### config.mk
export PLATFORM = sky130hd
export DESIGN_NAME = alu8_flags
export DESIGN_NICKNAME = d
export VERILOG_FILES = /design/src/rtl/alu8_pkg.sv /design/src/rtl/alu8_core.sv /design/src/rtl/alu8_word.sv /design/src/rtl/alu8_flags.sv
export SDC_FILE = /design/constraint.sdc
export NUM_CORES = 1
export LEC_CHECK = 0
export BUFFER_PORTS_ARGS = -buffer_cell sky130_fd_sc_hd__buf_2
export CORE_MARGIN = 10
export CORE_UTILIZATION = 50
export CTS_CLUSTER_DIAMETER = 150
export DETAILED_ROUTE_END_ITERATION = 16
export PLACE_DENSITY_LB_ADDON = 0.15
export REMOVE_ABC_BUFFERS = 1
export SLEW_MARGIN = 20
export SYNTH_ARGS = -nofsm -noshare
export SYNTH_HDL_FRONTEND = slang
export SYNTH_SLANG_ARGS = --single-unit
### constraint.sdc
create_clock -name clk -period 10.2 [get_ports clk]
set_input_delay 1.02 -clock clk [delete_from_list [all_inputs] [get_ports clk]]
set_output_delay 1.02 -clock clk [all_outputs]
set_load 0.005 [all_outputs]
### src/rtl/alu8_pkg.sv
// Shared types for the 8-bit ALU: operation codes, flag positions and
// the update masks. Assumes the flag vector is ordered {H,S,V,N,Z,C}.
package alu8_pkg;

    typedef enum logic [4:0] {
        OP_NOP  = 5'd0,
        OP_ADD  = 5'd1,
        OP_ADC  = 5'd2,
        OP_SUB  = 5'd3,
        OP_SBC  = 5'd4,
        OP_AND  = 5'd5,
        OP_OR   = 5'd6,
        OP_XOR  = 5'd7,
        OP_COM  = 5'd8,
        OP_NEG  = 5'd9,
        OP_INC  = 5'd10,
        OP_DEC  = 5'd11,
        OP_LSL  = 5'd12,
        OP_ROL  = 5'd13,
        OP_LSR  = 5'd14,
        OP_ASR  = 5'd15,
        OP_ROR  = 5'd16,
        OP_SWAP = 5'd17,
        OP_WADD = 5'd18,
        OP_WSUB = 5'd19
    } alu_op_e;

    localparam int NFLAG = 6;
    localparam int FC = 0;
    localparam int FZ = 1;
    localparam int FN = 2;
    localparam int FV = 3;
    localparam int FS = 4;
    localparam int FH = 5;

    typedef logic [NFLAG-1:0] flag_t;

    localparam flag_t M_ALL   = 6'b111111;
    localparam flag_t M_CZNVS = 6'b011111;
    localparam flag_t M_ZNVS  = 6'b011110;
    localparam flag_t M_NONE  = 6'b000000;

endpackage

### src/rtl/alu8_core.sv
// Combinational byte datapath: result, candidate flag values and the
// per-operation update mask. Assumes DW is even (nibble swap, half carry).
// Word operations and NOP return operand a with an empty mask.
module alu8_core
    import alu8_pkg::*;
#(
    parameter int DW = 8
) (
    input  alu_op_e         op,
    input  logic [DW-1:0]   a,
    input  logic [DW-1:0]   b,
    input  logic            cin,
    output logic [DW-1:0]   res,
    output flag_t           fval,
    output flag_t           fmask
);
    localparam int MSB = DW - 1;
    localparam int HB  = DW / 2 - 1;
    localparam logic [DW-1:0] MIN_NEG = {1'b1, {(DW-1){1'b0}}};
    localparam logic [DW-1:0] MAX_POS = {1'b0, {(DW-1){1'b1}}};

    logic [DW:0] ext;
    logic        c, h, v, use_c;

    // Select the operation and produce result, carry, half-carry, overflow.
    always_comb begin
        ext   = '0;
        res   = a;
        c     = 1'b0;
        h     = 1'b0;
        v     = 1'b0;
        fmask = M_NONE;
        use_c = (op == OP_ADC || op == OP_SBC) ? cin : 1'b0;
        case (op)
            OP_ADD, OP_ADC: begin
                ext   = {1'b0, a} + {1'b0, b} + {{DW{1'b0}}, use_c};
                res   = ext[DW-1:0];
                c     = ext[DW];
                h     = (a[HB] & b[HB]) | (b[HB] & ~res[HB]) | (~res[HB] & a[HB]);
                v     = (a[MSB] & b[MSB] & ~res[MSB]) | (~a[MSB] & ~b[MSB] & res[MSB]);
                fmask = M_ALL;
            end
            OP_SUB, OP_SBC: begin
                ext   = {1'b0, a} - {1'b0, b} - {{DW{1'b0}}, use_c};
                res   = ext[DW-1:0];
                c     = ext[DW];
                h     = (~a[HB] & b[HB]) | (b[HB] & res[HB]) | (res[HB] & ~a[HB]);
                v     = (a[MSB] & ~b[MSB] & ~res[MSB]) | (~a[MSB] & b[MSB] & res[MSB]);
                fmask = M_ALL;
            end
            OP_AND: begin res = a & b; fmask = M_ZNVS; end
            OP_OR:  begin res = a | b; fmask = M_ZNVS; end
            OP_XOR: begin res = a ^ b; fmask = M_ZNVS; end
            OP_COM: begin
                res   = ~a;
                c     = 1'b1;
                fmask = M_CZNVS;
            end
            OP_NEG: begin
                res   = '0 - a;
                c     = |res;
                v     = (res == MIN_NEG);
                h     = res[HB] | a[HB];
                fmask = M_ALL;
            end
            OP_INC: begin
                res   = a + 1'b1;
                v     = (res == MIN_NEG);
                fmask = M_ZNVS;
            end
            OP_DEC: begin
                res   = a - 1'b1;
                v     = (res == MAX_POS);
                fmask = M_ZNVS;
            end
            OP_LSL, OP_ROL: begin
                res   = {a[DW-2:0], (op == OP_ROL) ? cin : 1'b0};
                c     = a[MSB];
                h     = a[HB];
                v     = res[MSB] ^ a[MSB];
                fmask = M_ALL;
            end
            OP_LSR, OP_ASR, OP_ROR: begin
                if (op == OP_LSR)      res = {1'b0,   a[MSB:1]};
                else if (op == OP_ASR) res = {a[MSB], a[MSB:1]};
                else                   res = {cin,    a[MSB:1]};
                c     = a[0];
                v     = res[MSB] ^ a[0];
                fmask = M_CZNVS;
            end
            OP_SWAP: res = {a[HB:0], a[MSB:HB+1]};
            default: res = a;
        endcase
    end

    // Assemble candidate flag values; S always follows N xor V.
    always_comb begin
        fval     = '0;
        fval[FC] = c;
        fval[FZ] = (res == '0);
        fval[FN] = res[MSB];
        fval[FV] = v;
        fval[FS] = res[MSB] ^ v;
        fval[FH] = h;
    end

endmodule

### src/rtl/alu8_word.sv
// Two-cycle word add/subtract of a zero-extended immediate to a register
// pair. The start edge captures the low byte and its carry; the next edge
// finishes the high byte. Assumes start is only raised while idle.
module alu8_word
    import alu8_pkg::*;
#(
    parameter int DW = 8
) (
    input  logic            clk,
    input  logic            rst_n,
    input  logic            start,
    input  logic            sub,
    input  logic [DW-1:0]   lo,
    input  logic [DW-1:0]   hi,
    input  logic [DW-1:0]   imm,
    output logic            busy,
    output logic            done,
    output logic [2*DW-1:0] word,
    output flag_t           fval,
    output flag_t           fmask
);
    localparam int MSB = DW - 1;

    logic          busy_q, done_q, sub_q, carry_q;
    logic [DW-1:0] lo_q, hi_q;
    logic [2*DW-1:0] word_q;
    logic [DW:0]   lo_ext, hi_ext;
    logic [2*DW-1:0] wres;
    logic          vw, cw;

    // Low byte and high-byte completion arithmetic.
    always_comb begin
        lo_ext = sub ? ({1'b0, lo} - {1'b0, imm}) : ({1'b0, lo} + {1'b0, imm});
        hi_ext = sub_q ? ({1'b0, hi_q} - {{DW{1'b0}}, carry_q})
                       : ({1'b0, hi_q} + {{DW{1'b0}}, carry_q});
        wres   = {hi_ext[DW-1:0], lo_q};
        vw     = sub_q ? (hi_q[MSB] & ~wres[2*DW-1]) : (~hi_q[MSB] & wres[2*DW-1]);
        cw     = sub_q ? (wres[2*DW-1] & ~hi_q[MSB]) : (~wres[2*DW-1] & hi_q[MSB]);
    end

    // Flags offered to the register; the mask is live only in the second cycle.
    always_comb begin
        fval     = '0;
        fval[FC] = cw;
        fval[FZ] = (wres == '0);
        fval[FN] = wres[2*DW-1];
        fval[FV] = vw;
        fval[FS] = wres[2*DW-1] ^ vw;
        fmask    = busy_q ? M_CZNVS : M_NONE;
    end

    // Sequence state: capture on start, publish one edge later.
    always_ff @(posedge clk) begin
        if (!rst_n) begin
            busy_q  <= 1'b0;
            done_q  <= 1'b0;
            sub_q   <= 1'b0;
            carry_q <= 1'b0;
            lo_q    <= '0;
            hi_q    <= '0;
            word_q  <= '0;
        end else begin
            done_q <= 1'b0;
            if (busy_q) begin
                word_q <= wres;
                done_q <= 1'b1;
                busy_q <= 1'b0;
            end else if (start) begin
                lo_q    <= lo_ext[DW-1:0];
                carry_q <= lo_ext[DW];
                hi_q    <= hi;
                sub_q   <= sub;
                busy_q  <= 1'b1;
            end
        end
    end

    assign busy = busy_q;
    assign done = done_q;
    assign word = word_q;

    // the busy phase lasts exactly one cycle and ends with a done pulse.
    a_r11_one_busy_cycle: assert property (@(posedge clk) disable iff (!rst_n)
        busy_q |=> (!busy_q && done_q));

    // a done pulse is always preceded by the busy phase.
    a_r11_done_after_busy: assert property (@(posedge clk) disable iff (!rst_n)
        done_q |-> $past(busy_q));

endmodule

### src/rtl/alu8_flags.sv
// Top of the ALU: byte datapath, word sequencer and the masked flag
// register. The stored carry feeds the carry-consuming operations.
// Assumes op_i carries a valid alu_op_e code; it is ignored while busy.
module alu8_flags
    import alu8_pkg::*;
#(
    parameter int DW = 8
) (
    input  logic            clk,
    input  logic            rst_n,
    input  logic [4:0]      op_i,
    input  logic [DW-1:0]   opa_i,
    input  logic [DW-1:0]   opa_hi_i,
    input  logic [DW-1:0]   opb_i,
    output logic [DW-1:0]   res_o,
    output logic [5:0]      flags_o,
    output logic            busy_o,
    output logic [2*DW-1:0] word_o,
    output logic            word_done_o
);
    alu_op_e op;
    flag_t   flags_q, core_val, core_mask, word_val, word_mask, sel_val, sel_mask;
    logic    busy, word_start;

    assign op = alu_op_e'(op_i);
    assign word_start = !busy && (op == OP_WADD || op == OP_WSUB);

    alu8_core #(.DW(DW)) u_core (
        .op    (op),
        .a     (opa_i),
        .b     (opb_i),
        .cin   (flags_q[FC]),
        .res   (res_o),
        .fval  (core_val),
        .fmask (core_mask)
    );

    alu8_word #(.DW(DW)) u_word (
        .clk   (clk),
        .rst_n (rst_n),
        .start (word_start),
        .sub   (op == OP_WSUB),
        .lo    (opa_i),
        .hi    (opa_hi_i),
        .imm   (opb_i),
        .busy  (busy),
        .done  (word_done_o),
        .word  (word_o),
        .fval  (word_val),
        .fmask (word_mask)
    );

    // Pick the flag source: the word sequencer owns the busy cycle.
    always_comb begin
        sel_val  = busy ? word_val  : core_val;
        sel_mask = busy ? word_mask : core_mask;
    end

    // Flag register: write only the masked flags, keep the rest.
    always_ff @(posedge clk) begin
        if (!rst_n) flags_q <= '0;
        else        flags_q <= (flags_q & ~sel_mask) | (sel_val & sel_mask);
    end

    assign flags_o = flags_q;
    assign busy_o  = busy;

    // the stored sign always agrees with the stored N and V.
    a_r10_sign_tracks: assert property (@(posedge clk) disable iff (!rst_n)
        flags_q[FS] == (flags_q[FN] ^ flags_q[FV]));

    // swap and no-op leave the flag register untouched.
    a_r9_swap_nop_hold: assert property (@(posedge clk) disable iff (!rst_n)
        (!busy && (op == OP_SWAP || op == OP_NOP)) |=> $stable(flags_q));

    // a logical operation leaves V cleared.
    a_r4_logic_clears_v: assert property (@(posedge clk) disable iff (!rst_n)
        (!busy && (op == OP_AND || op == OP_OR || op == OP_XOR)) |=> !flags_q[FV]);

    // one's complement always leaves carry set.
    a_r5_com_sets_c: assert property (@(posedge clk) disable iff (!rst_n)
        (!busy && op == OP_COM) |=> flags_q[FC]);

    // the start edge of a word operation does not touch the flags.
    a_r11_start_holds: assert property (@(posedge clk) disable iff (!rst_n)
        word_start |=> $stable(flags_q));

endmodule

# After elaboration in Yosys (flattened, before gate mapping)
# Index checks and enable logic that the tools add are counted.
[word_totals]
input_bits = 31
latchBits = 0
memories = 0
word_cells = 118
register_bits = 42
out_inout_bits = 32
rom_bits = 0
mem_bits_rw = 0
[op_classes]
reduce_logical = 16
shift = 0
n_lt_le_gt_ge = 0
div_mod_pow = 0
muxes = 18
bitwise = 45
mul = 0
eq_ne = 22
add_sub_neg = 9
[ops]
columns = ["operator", "n"]
rows = [
  ["$pmux W8 S12", 1],
  ["$eq A5 B4 Y1 const B", 8],
  ["$mux W8", 4],
  ["$eq A5 B3 Y1 const B", 4],
  ["$eq A5 B5 Y1 const B", 4],
  ["$pmux W6 S3", 1],
  ["$and A1 B1 Y1", 16],
  ["$eq A8 B8 Y1 const B", 2],
  ["$logic_not A16 Y1", 1],
  ["$and A6 B6 Y6", 2],
  ["$mux W6", 2],
  ["$eq A5 B2 Y1 const B", 2],
  ["$not A1 Y1", 10],
  ["$add A8 B8 Y9", 1],
  ["$add A9 B1 Y9", 1],
  ["$mux W9", 1],
  ["$sub A8 B8 Y9", 1],
  ["$sub A9 B1 Y9", 1],
  ["$add A8 B1 Y8", 1],
  ["$add A8 B1 Y8 const B", 1],
  ["$and A8 B8 Y8", 1],
  ["$eq A8 B7 Y1 const B", 1],
  ["$logic_not A8 Y1", 1],
  ["$not A8 Y8", 1],
  ["other kinds (24)", 42],
]

# Longest topological paths before layout
# Gate-level depths: netlist of run 1.
[logic_depth]
depth_word = 12
ltp_mapped = 14
depth_no_buf = 12

# Cells and area by module
# Synthesis of run 1 repeated with hierarchy kept, for this count alone.
[unflattened]
cells_unflattened = 696
hier_area_um2 = 5332.6
[modules_own_cells]
columns = ["mod", "instances", "cells_per_inst", "area_each_um2", "seq_area_each_um2"]
rows = [
  ["alu8_core", 1, 373, 2613.8, 0.0],
  ["alu8_word", 1, 282, 2386.0, 720.7],
  ["alu8_flags", 1, 41, 332.8, 120.1],
]

# Worst setup path after synthesis of run 1
# OpenSTA, ideal clock, no wires.
[synth_timing]
path_kind = "input -> output"
start = "in opa_i[3]"
end = "out res_o[7]"
path_buffers = 2
setup_slack_ps = 5660
t_required_ps = 9180
stages = 11
arrival_ps = 3520
path_cell_list = "clkbuf_1 > clkinv_1 > ha_1 > buf_2 > nor3_1 > o31a_1 > o311ai_1 > nand4_1 > xor2_1 > nor2_1 > a211o_1"
[synth_via]
elab_chain_cells = 3
elab_cells_between_ends = 8
cone_classes = "add/sub: 7; mux: 1"
[synth_rtl]
columns = ["item", "line", "source"]
rows = [
  ["start: declaration", "alu8_flags.sv:12", "input logic [DW-1:0] opa_i,"],
  ["$sub A8 B8 Y9 or $add A8 B8 Y9 (tied branches)", "alu8_core.sv:44, alu8_core.sv:36", ""],
  ["$sub A9 B1 Y9 or $add A9 B1 Y9 (tied branches)", "alu8_core.sv:44, alu8_core.sv:36", ""],
  ["$pmux W8 S12 (*)", "alu8_core.sv:34", "case (op)"],
  ["end: declaration", "alu8_flags.sv:15", "output logic [DW-1:0] res_o,"],
]
# Every way passes the cells marked *; elsewhere a longest branch is shown, timed or not.

# Final worst setup path of run 1
# Same ends and word-level chain as after synthesis.

==> results.md, run 1 <==
- Status: complete, no violations
- Most frequent cell after synthesis: nor2_1
- Share of layout cells above drive strength 1: 13.3%
- Cell count after synthesis: 649
- Full die area: 0.0139 sq mm
- Worst stage delay on the critical path: 0.67 ns
- Worst path bufs/invs: 3
- Crit-path cells: buf_2, clkinv_1, ha_1, nor3_1, o31a_1, o311ai_1, nand4_1, xor2_1, nor2_1, a211o_1, buf_2
- Worst-path maximum fanout: 19
- Comb pwr share: 40.1%
- Antenna cells: 0
- Total gr overflow: 0
- Via count: 5057
- Die height: 118 um
- I/O Pins: 63
- Initial DRC Count: 614
- Compound-Gate Fraction of Synth Area: 23.2%
- Synth async-reset ratio: 0%
- Root Driver: clkbuf_8
- Worst min-delay path category: reg2reg
- Sequential-to-total area share from yosys stat: 17.5%
- Yosys cell types: 76
- PwrDens: 96.4 mW/mm^2
- RSZ-0062 raised after global routing: no
- Post-cts resize count: 0
- Sequential share of power: 33.9%
- Largest area contributor in the synthesized netlist: dfxtp_1
- DRC: 0
- Critical path class: in2out
- IO buf count: 62
- Avg Cell Area, Syn: 7.41 sq um
- Initial antenna violation count: 0
- Synth cell count leaders: 67 x nor2_1, 64 x nand2_1, 43 x a21oi_1
- Largest family of logic cells by synthesized area: simple AND/OR/NAND/NOR gates
- Synth area leaders: dfxtp_1 17%, ha_1 11%, xnor2_1 6.9%
- Final Skew: 0.00738 ns
- Final slew viol count: 0
- Die Width: 118 um
- Skew-Pair Late Insertion Delay: 0.29 ns
- Worst slew pin tran: 1.14 ns
- Max-cap violations: 0
- Peak supply drop: 0.0609 mV
- Leakage: 2.06 nW
- Core area: 0.00933 sq mm
- Clock share of power: 25.9%
- First-pass GRT wire length: 26.3 mm
- Placer Congestion: 1.03
- Yosys warns: 0
- Worst reg-to-reg setup slack: 7.10 ns
- Slew margin rel.: 23.6%
- Clock-pin slew on the worst setup and hold paths: 0.08 ns
- Number of synthesized register bits: 42
- Setup violations, final: 0
- Final hold violations: 0
- Hold worst-path end: u_word.hi_q[0]
- CTS H-Tree Depth: 2
- FF-to-FF path depth: 10
- CP top delay family: compound AO/OA/AOI/OAI gates
- CP required: 9.18 ns
- Post-CTS Setup Bufs: 0
- Final Cycle Share: 55.2%
- DP Wirelength: 12.7 mm
- CP max-delay cell: ha_1
- Drt pass-1 iters: 5
- Multiplexer area fraction after synthesis: 5.43%
- CP most frequent cell: buf_2
- Synth Flop Type: dfxtp_1
- Post-synth EDFFs: 0
- Antenna viol nets, final: 0
- Clock buffer count from CTS: 5
- Synth Area in XOR/XNOR: 9.44%
- Layout area overhead: 9.13%
- CP Launch Type: input port
- Internal power: 0.316 mW
- Crit path DAT: 4.61 ns
- Total clock sinks: 42
- Clk buf depth: 2
- Hold Path Origin: u_word.hi_q[0]
- Final min period: 5.63 ns
- Initial Util: 51.6%
- Vias in the first global route: 4773
- Setup TNS: 0 ns
- Adder-Cell Fraction of Synth Area: 11.9%
- Cts hold-fix bufs: 0
- Sw Ratio: 37.5%
- DRT Wirelength: 16.5 mm
- Psw: 0.190 mW
- Hold depth: 2
- Vias per cell: 6.22
- Yosys top cell area share: 17.5%
- Tot GR Track Use: 22.6%
- Rows: 35
- Nets: 758
- Synth Area in Simple Gates: 26.4%
- CTS tree: built
- Wirelength per Cell: 20.3 um
- Fmax: 178 MHz
- Setup crit end kind: output port
- Pin count of the biggest net entering global routing: 36
- Area after DPL: 0.00514 sq mm
- Cell area after synthesis: 0.00481 sq mm
- Fin area: 0.00525 sq mm
metrics by stage:
step           instances  util (%)  setup WS, ns  hold WS, ns  power [mW]
2_1_floorplan        611         -          5.87        0.436       0.303
3_3_place_gp         805      55.1          4.83        0.443       0.373
3_5_place_dp         805      55.1          4.65        0.450       0.373
4_1_cts              813      56.3          4.66        0.462       0.504
5_1_grt              813      56.3          4.35        0.483       0.536
6_report             813      56.3          4.57        0.464       0.506
worst max path at each step:
| stage | cells past startpoint | slack (ns) | end | start |
|---|---|---|---|---|
| 4_1_cts | 11 | 4.66 | res_o[7] | opa_i[3] |
| 3_5_place_dp | 11 | 4.65 | res_o[7] | opa_i[3] |
| 6_report | 11 | 4.57 | res_o[7] | opa_i[3] |
| 2_1_floorplan | 9 | 5.87 | res_o[7] | opa_i[2] |
| 5_1_grt | 11 | 4.35 | res_o[7] | opa_i[3] |
| 3_3_place_gp | 11 | 4.83 | res_o[7] | opa_i[3] |
cells in the final DEF (no fill, tap or decap), drive strengths merged, types with 8 or more instances in the layout:
cell type	instances
buf	65
or3	10
nand2	65
xor2	12
a221oi	11
a21oi	43
xnor2	39
inv	30
dfxtp	42
nand2b	10
mux2i	25
nor3	30
nor2b	9
nand3	14
o21ai	31
ha	41
nor2	67
o211ai	8
cell families after synthesis:
| group | Yosys count |
|---|---|
| adders and majority gates | 44 |
| AOI/OAI and AO/OA | 161 |
| DFF | 42 |
| muxes | 26 |
| and+or+nand+nor | 253 |
| buffers and inverters | 72 |
| xor gates and xnor gates | 51 |
power groups by stage:
| stage | clock network [mW] | registers [mW] | logic [mW] |
|---|---|---|---|
| floorplan | 0 | 0.175 | 0.128 |
| global placement | 0 | 0.175 | 0.198 |
| detailed placement | 0 | 0.175 | 0.198 |
| CTS | 0.134 | 0.172 | 0.199 |
| global route | 0.143 | 0.172 | 0.221 |
| finish | 0.131 | 0.172 | 0.203 |
metal layers:
layer | vias up | track usage (%) | share of wire [%]
met4 | 0 | 6.03 | 2.0
met2 | 253 | 33.2 | 43
met1 | 2362 | 31.4 | 46
li1 | 2407 | - | -
met5 | - | 0 | 0
met3 | 35 | 6.04 | 9.1
layout make-up:
type | count | area [sq um]
flip-flops and latches | 42 | 841
multi-input cells | 535 | 3680
repair buffers | 65 | 333
clock inverters | 2 | 37.5
fillers | 935 | 4080
well taps | 129 | 161
clock buffers | 6 | 72.6
inverters | 34 | 130
tightest hold or removal path, stage by stage, from the launching register on:
cell     delay (ns)
dfxtp_1        0.32
nand2_1        0.05
a21oi_1        0.05
No activity file was read; power rests on OpenSTA's default activity.
==> inputs of run 2 (changes only) <==
clock period = 5.1 ns   (was 10.2 ns; I/O delays follow)
==> run 2 against run 1 <==
  * Routed wire length up 2.4%
  * Largest power group unchanged
  * Final area up 0.57%
  * Register-to-register slack got worse by 5.2 ns
  * Global-route usage rose by 0.60 points
  * Critical path depth did not move
  * Worst setup slack worse by 3.9 ns
==> results.md, run 2 (synthesis gave the netlist of run 1 again) <==
- Slew margin rel.: 35.6%
- Worst-path maximum fanout: 14
- Cts hold-fix bufs: 0
- PwrDens: 193 mW/mm^2
- Most common cell after layout, fill and taps aside: nor2_1
- Setup TNS: 0 ns
- Tot GR Track Use: 23.2%
- Post-CTS Setup Bufs: 0
- RSZ-0062 raised after global routing: no
- Final Skew: 0.00990 ns
- Hold depth: 3
- Critical path class: in2out
- Most frequent cells in the layout: 67 x nor2_1, 64 x nand2_1, 62 x buf_2
- Placer Congestion: 0.981
- Clk buf depth: 2
- Setup crit end kind: output port
- Fmax: 226 MHz
- IO buf count: 62
- CTS H-Tree Depth: 2
- Layout area overhead: 9.75%
- Antenna cells: 0
- Final slew viol count: 0
- Total clock sinks: 42
- Share of layout cells above drive strength 1: 13.8%
- I/O Pins: 63
- Clock buffer count from CTS: 5
- Final hold violations: 0
- Status: complete, no violations
- Initial antenna violation count: 0
- Worst slew pin tran: 0.960 ns
- Die Width: 118 um
- Leakage: 2.08 nW
- Full die area: 0.0139 sq mm
- Setup violations, final: 0
- DRT Wirelength: 16.9 mm
- CP required: 4.59 ns
- Post-cts resize count: 0
- CP Launch Type: input port
- Skew-Pair Late Insertion Delay: 0.30 ns
- CTS tree: built
- Crit-path cells: buf_2, clkinv_1, ha_1, nor3_1, o31a_1, o311ai_1, nand4_1, xor2_1, nor2_1, a211o_1, buf_2
- Worst stage delay on the critical path: 0.63 ns
- Wirelength per Cell: 20.7 um
- Root Driver: clkbuf_8
- Clock-pin slew on the worst setup and hold paths: 0.09 ns
- Peak supply drop: 0.126 mV
- Crit path DAT: 3.91 ns
- Cell total after placement: 809
- Vias per cell: 6.20
- CP max-delay cell: ha_1
- Initial Util: 51.6%
- Die height: 118 um
- Worst min-delay path category: in2reg
- Vias in the first global route: 4772
- First-pass GRT wire length: 26.9 mm
- DP Wirelength: 13.0 mm
- FF-to-FF path depth: 10
- CP top delay family: compound AO/OA/AOI/OAI gates
- Nets: 762
- Antenna viol nets, final: 0
- Max-cap violations: 0
- CP most frequent cell: buf_2
- Final min period: 4.42 ns
- Initial DRC Count: 559
- Final Cycle Share: 86.6%
- Filler Cell Count: 957
- DRC: 0
- Critical path depth: 11
- Layout Cells excl Fill: 817
- Pin count of the biggest net entering global routing: 36
- Rows: 35
- Via count: 5062
- Worst path bufs/invs: 3
- Drt pass-1 iters: 5
- Total gr overflow: 0
- Core area: 0.00933 sq mm
[run 2: path summary, 6_finish.rpt]
path | from | to | slack, ns
setup / recovery | opa_i[2] | res_o[7] | 0.68
setup reg to reg | flip-flop | flip-flop | 1.93
hold reg to reg | u_word.hi_q[0] | u_word.hi_q[0] | 0.47
hold / removal | opa_hi_i[5] | u_word.hi_q[5] | 0.44
[run 2: through the flow]
step	utilization [%]	power (mW)	area, sq um	hold WS, ns	setup slack (ns)
after floorplan	-	0.606	4650	0.436	1.79
after global placement	55.4	0.748	5170	0.445	0.942
after detailed placement	55.4	0.751	5170	0.456	0.811
after CTS	56.6	1.02	5280	0.437	0.795
after global routing	56.6	1.08	5280	0.440	0.404
final	56.6	1.02	5280	0.440	0.684
[run 2: area by class of cell]
| class | instances | area [sq um] | area share (%) |
|---|---|---|---|
| clock buffers | 6 | 72.6 | 1.37 |
| clock inverters | 2 | 37.5 | 0.711 |
| inverters | 34 | 130 | 2.46 |
| multi-input cells | 535 | 3680 | 69.6 |
| flip-flops and latches | 42 | 841 | 15.9 |
| well taps | 129 | 161 | 3.06 |
| repair buffers | 69 | 363 | 6.87 |
[run 2: routing by layer]
layer	vias up	GRT usage [%]	wire [um]
li1	2423	-	-
met1	2342	32.6	7670
met2	264	33.8	7350
met3	33	5.18	1470
met4	0	7.65	424
met5	-	0	0
[run 2: tightest hold or removal path: cells and delay by family]
family | cells | cell delay, ns
AOI/OAI and AO/OA | 1 | 0.05
buffers and inverters | 1 | 0.10
and+or+nand+nor | 1 | 0.04
[run 2: power by group]
part / switching, mW / internal, mW
Combinational: 0.260 / 0.151
Clock: 0.119 / 0.146
Sequential: 0.00713 / 0.336
Total: 0.387 / 0.633
